### config.mk
export PLATFORM = sky130hd
export DESIGN_NAME = eth_tx_sequencer
export DESIGN_NICKNAME = d
export VERILOG_FILES = /design/src/rtl/eth_tx_sequencer.sv
export SDC_FILE = /design/constraint.sdc
export NUM_CORES = 1
export LEC_CHECK = 0
export BUFFER_PORTS_ARGS = -buffer_cell sky130_fd_sc_hd__buf_2
export CAP_MARGIN = 5
export CORE_MARGIN = 5
export CORE_UTILIZATION = 45
export DETAILED_ROUTE_END_ITERATION = 8
export HOLD_SLACK_MARGIN = 0.06
export PLACE_DENSITY = 0.7
export REMOVE_ABC_BUFFERS = 1
export SLEW_MARGIN = 20
export SYNTH_ARGS = -nofsm -noshare
export SYNTH_HDL_FRONTEND = slang
export SYNTH_SLANG_ARGS = --single-unit
### constraint.sdc
create_clock -name clk -period 2.3 [get_ports clk]
set_input_delay 0.23 -clock clk [delete_from_list [all_inputs] [get_ports clk]]
set_output_delay 0.23 -clock clk [all_outputs]
set_load 0.02 [all_outputs]
### src/rtl/eth_tx_sequencer.sv
module eth_tx_sequencer #(
  parameter int LVL_W       = 8,
  parameter int START_LEVEL = 8,
  parameter int PRE_LEN     = 8,
  parameter int JAM_LEN     = 4,
  parameter int MIN_FRAME   = 64
) (
  input  logic             clk,
  input  logic             rst_n,
  input  logic             tx_enable,
  input  logic             pad_disable,
  input  logic             crc_disable,
  input  logic             irq_enable,
  input  logic [7:0]       fifo_data,
  input  logic             fifo_eof,
  input  logic [LVL_W-1:0] fifo_level,
  output logic             fifo_pop,
  input  logic             collision,
  input  logic             parity_halt,
  output logic [7:0]       txd,
  output logic             tx_en,
  output logic             pkt_sent,
  output logic             irq,
  output logic             collided,
  output logic             aborted
);
  localparam int IW      = $clog2(PRE_LEN);
  localparam int LW      = $clog2(MIN_FRAME + 1);
  localparam int FCS_LEN = 4;

  typedef enum logic [2:0] {S_IDLE, S_PRE, S_DATA, S_PAD, S_FCS, S_JAM} st_t;

  st_t         st, nst;
  logic [IW-1:0] cnt, ncnt;
  logic [LW-1:0] len;
  logic [31:0] crc_q;
  logic        coll_pend;
  logic        out_v, crc_en, done_ok, done_col, done_ab;
  logic [7:0]  out_b;

  function automatic logic [31:0] crc_byte(input logic [31:0] c, input logic [7:0] d);
    logic [31:0] r;
    r = c;
    for (int i = 0; i < 8; i++) begin
      if (r[0] ^ d[i]) r = (r >> 1) ^ 32'hEDB8_8320;
      else             r = r >> 1;
    end
    return r;
  endfunction

  wire          coll_now = collision | coll_pend;
  wire          busy     = st != S_IDLE;
  wire          underrun = (st == S_DATA) && !coll_now && (fifo_level == '0);
  wire          halt     = busy && (parity_halt || underrun);
  wire [LW-1:0] len_inc  = (len == '1) ? len : len + 1'b1;
  wire [LW-1:0] data_min = crc_disable ? LW'(MIN_FRAME) : LW'(MIN_FRAME - FCS_LEN);
  wire          need_pad = !pad_disable && (len_inc < data_min);
  wire [31:0]   fcs      = ~crc_q;
  wire          start    = tx_enable && (fifo_level >= LVL_W'(START_LEVEL));

  always_comb begin
    nst      = st;
    ncnt     = cnt;
    out_v    = 1'b0;
    out_b    = 8'h00;
    fifo_pop = 1'b0;
    crc_en   = 1'b0;
    done_ok  = 1'b0;
    done_col = 1'b0;
    done_ab  = 1'b0;
    case (st)
      S_IDLE: if (start) begin
        nst  = S_PRE;
        ncnt = '0;
      end
      S_PRE: begin
        out_v = 1'b1;
        ncnt  = cnt + 1'b1;
        if (cnt == IW'(PRE_LEN - 1)) begin
          out_b = 8'hD5;
          ncnt  = '0;
          nst   = coll_now ? S_JAM : S_DATA;
        end else begin
          out_b = 8'h55;
        end
      end
      S_DATA, S_PAD, S_FCS: begin
        out_v = 1'b1;
        if (coll_now) begin
          out_b = 8'hFF;
          nst   = S_JAM;
          ncnt  = IW'(1);
        end else if (st == S_FCS) begin
          out_b = fcs[{cnt[1:0], 3'b000} +: 8];
          ncnt  = cnt + 1'b1;
          if (cnt == IW'(FCS_LEN - 1)) begin
            nst     = S_IDLE;
            done_ok = 1'b1;
          end
        end else begin
          out_b    = (st == S_DATA) ? fifo_data : 8'h00;
          fifo_pop = st == S_DATA;
          crc_en   = 1'b1;
          if (st == S_PAD || fifo_eof) begin
            ncnt = '0;
            if (need_pad)         nst = S_PAD;
            else if (crc_disable) begin nst = S_IDLE; done_ok = 1'b1; end
            else                  nst = S_FCS;
          end
        end
      end
      S_JAM: begin
        out_v = 1'b1;
        out_b = 8'hFF;
        ncnt  = cnt + 1'b1;
        if (cnt == IW'(JAM_LEN - 1)) begin
          nst      = S_IDLE;
          done_col = 1'b1;
        end
      end
      default: nst = S_IDLE;
    endcase
    if (halt) begin
      nst      = S_IDLE;
      out_v    = 1'b0;
      fifo_pop = 1'b0;
      crc_en   = 1'b0;
      done_ok  = 1'b0;
      done_col = 1'b0;
      done_ab  = 1'b1;
    end
  end

  always_ff @(posedge clk) begin
    if (!rst_n) begin
      st        <= S_IDLE;
      cnt       <= '0;
      len       <= '0;
      crc_q     <= '1;
      coll_pend <= 1'b0;
      txd       <= 8'h00;
      tx_en     <= 1'b0;
      pkt_sent  <= 1'b0;
      irq       <= 1'b0;
      collided  <= 1'b0;
      aborted   <= 1'b0;
    end else begin
      st        <= nst;
      cnt       <= ncnt;
      len       <= !busy ? '0 : (crc_en ? len_inc : len);
      crc_q     <= !busy ? '1 : (crc_en ? crc_byte(crc_q, out_b) : crc_q);
      coll_pend <= (nst == S_IDLE) ? 1'b0 : (busy && (coll_pend | collision));
      txd       <= out_v ? out_b : 8'h00;
      tx_en     <= out_v;
      pkt_sent  <= done_ok;
      irq       <= done_ok & irq_enable;
      collided  <= done_col;
      aborted   <= done_ab;
    end
  end
endmodule

==> results.md <==
* GRT Total Usage at 24.1%
* I/O Buffers at 38
* Cells after Synth at 412
* Antenna Violating Nets Remaining at 0
* Area after DPL at 4770 sq um
* Crit Path Class: register to register
* Clock root cell: clkbuf_8
* Core box area at 8180 sq um
* Worst Setup End Kind: register
* Status: finished, violations left
* FF-to-FF setup slack at -450 ps
* Final Util at 74.2%
* Top cell type by total area after synthesis: dfxtp_1
* Max_slew headroom at 63.0%
* Synth warnings at 0
* CP max stage cell: mux4_2
* Setup WS post-layout at -454 ps
* CP peak stage delay at 560 ps
* Setup Viol. Count Final at 38
* Global route overflow at 0
* Drt pass-1 iters at 5
* DPL Wire Length at 7.48 mm
* CP Launch Point: cnt[0]
* Max clock buf depth at 2
* Skew final at 12.6 ps
* Hold Path Origin: irq_enable
* Finished layout cell area at 6070 sq um
* Max Cap Viol at 0
* Worst r2r src: cnt[0]
* WL/cell at 22.7 um
* Fin. Hold Viols at 0
* VDD IR max at 0.269 mV
* Async S/R FF share, synth at 0%
* Req. time, crit path at 2560 ps
* Critical path arrival at 3010 ps
* Startpoint types: register
* Nets at 603
* Worst Tran Pin Value at 553 ps
* IO Count at 39
* Post-DR vias/cell at 6.21
* Lkg Pwr at 0.00261 uW
* Via Count at 4224
* Syn-to-layout area delta at 61.8%
* Class of the worst hold path: primary input to register
* Most frequent cells in the layout: 105 x buf_4, 54 x dfxtp_1, 38 x nor2_1, 38 x buf_2
* Yosys cell types at 63
* Antenna violations before repair at 0
* Tcrit/Tclk final at 120%
* CTS tree: built
* Largest net degree at the start of global routing at 37
* Post-synth EDFFs at 0
* Vias in the first global route at 3827
* Layout cells sized above 1 at 51.0%
* Hold-fix buffers, CTS at 0
* FP Rows at 33
* CTS buffer count at 9
* Max-slew violation count at 0
* Clk Latency, worst-skew pair at 360 ps
* Die X at 101 um
* Total die area at 10300 sq um
* Max FO, Critical Path at 8
* Most common cell after layout, fill and taps aside: buf_4
* Max Freq at 0.363 GHz
* Post-layout min period at 2750 ps
* Clock transition at the registers of the reported paths at 90 ps
* Flops & latches, synth at 59
* Pwr Density at 484 nW/um^2
* Failing checks: setup timing
* Starting Density at 45.9%
* Crit-path cells: buf_12, buf_6, mux4_2, nor2_4, nor3_4, xnor2_4, buf_12, xnor2_4, xnor2_2, xnor2_1, a31oi_1
* Hold Worst Slack at 114 ps
* Synth top area share at 31.5%
* Initial drt markers at 437
* Mapped cell area at 3750 sq um
* H-Tree Depth at 3
* Power, Total at 2940 uW
* Antenna diode count at 0
* Final WL at 15.4 mm
* Die Span Y at 101 um
* GPL Wtd Cong at 0.948
* Most used flip-flop cell after synthesis: dfxtp_1
* DRC violations left at 0
* Top post-synthesis cells by area: dfxtp_1 31%, xnor2_1 9.8%, xnor2_4 5.1%
* First-pass GRT wire length at 19.4 mm
* Syn avg cell area at 9.11 sq um
* Sequential area share after synthesis at 31.5%
* Clk sinks at 59
* Unrepaired setup endpoints after global routing: yes
synthesized netlist by cell type, types with 3 or more instances:
| cell | n |
|---|---|
| o21ai_1 | 12 |
| o211ai_1 | 18 |
| inv_1 | 7 |
| and3_1 | 3 |
| a21oi_1 | 37 |
| nor3_1 | 13 |
| dfxtp_1 | 59 |
| nand2b_1 | 8 |
| xor2_1 | 14 |
| clkbuf_1 | 18 |
| xnor2_2 | 8 |
| nand2_1 | 35 |
| xnor2_4 | 7 |
| mux4_2 | 6 |
| ha_1 | 8 |
| o31ai_1 | 3 |
| nor2_1 | 45 |
| a31oi_1 | 3 |
| o21ai_0 | 4 |
| xnor2_1 | 42 |
| buf_2 | 5 |
registers in the layout, summed over array words and instances, names as in the netlist:
register,count
crc_q,32
txd,8
len,7
cnt,3
st,3
aborted,1
coll_pend,1
collided,1
irq,1
pkt_sent,1
tx_en,1
cell families after synthesis:
group	Yosys count	synth area share, %
AND/OR/NAND/NOR	131	17.2
XOR/XNOR	74	23.1
AO/OA/AOI/OAI	96	16.7
multiplexers	11	5.03
adder cells (fa/ha/maj)	8	2.67
buffers and inverters	33	3.77
flip-flops	59	31.5
path summary, 6_finish.rpt:
check         endpoint  depth (start not counted)
max reg2reg  crc_q[17]                         11
max          crc_q[17]                         11
min reg2reg  crc_q[21]                          2
min                irq                          2
where the power goes:
group	total (uW)	internal, uW	leakage (uW)	switching [uW]
combinational	769	392	0.00203	378
clock	1130	615	0.000102	519
sequential	1040	1030	0.000480	8.60
layer usage:
metal  share of wire, %  GRT usage (%)  wire [um]  up-vias
li1                   -              -          -     1753
met1                 35           29.3       5450     2012
met2                 47           41.2       7290      329
met3                 10           5.10       1560      130
met4                7.4           10.4       1150        0
met5                  0              0          0        -
repair_timing:
| item | 4_1_cts | 5_1_grt |
|---|---|---|
| pin swaps | 48 | 49 |
| gates resized for setup | 65 | 61 |
| setup endpoints to repair | 35 | 39 |
| buffers inserted | 26 | 22 |
through the flow:
step | instances | worst slack, ps | setup TNS, ps
finish | 680 | -454 | -9020
global route | 680 | -670 | -12330
CTS | 666 | -220 | -4490
detailed placement | 626 | -410 | -7840
global placement | 626 | -336 | -7170
floorplan | 386 | -534 | -18440
area by class of cell:
cell class	instances	area, sq um
multi-input cells	320	3080
fillers	440	2110
repair buffers	173	1410
flip-flops and latches	59	1190
well taps	105	131
clock buffers	9	124
clock inverters	7	100
inverters	7	26.3
worst max-delay path, delay by kind of cell (launching register included):
family	cells	cell delay [ps]
buffers and inverters	3	410
xor gates and xnor gates	4	810
muxes	1	560
and+or+nand+nor	2	220
AOI/OAI and AO/OA	1	290
DFF	1	370
(Power assumes the default switching activity.)
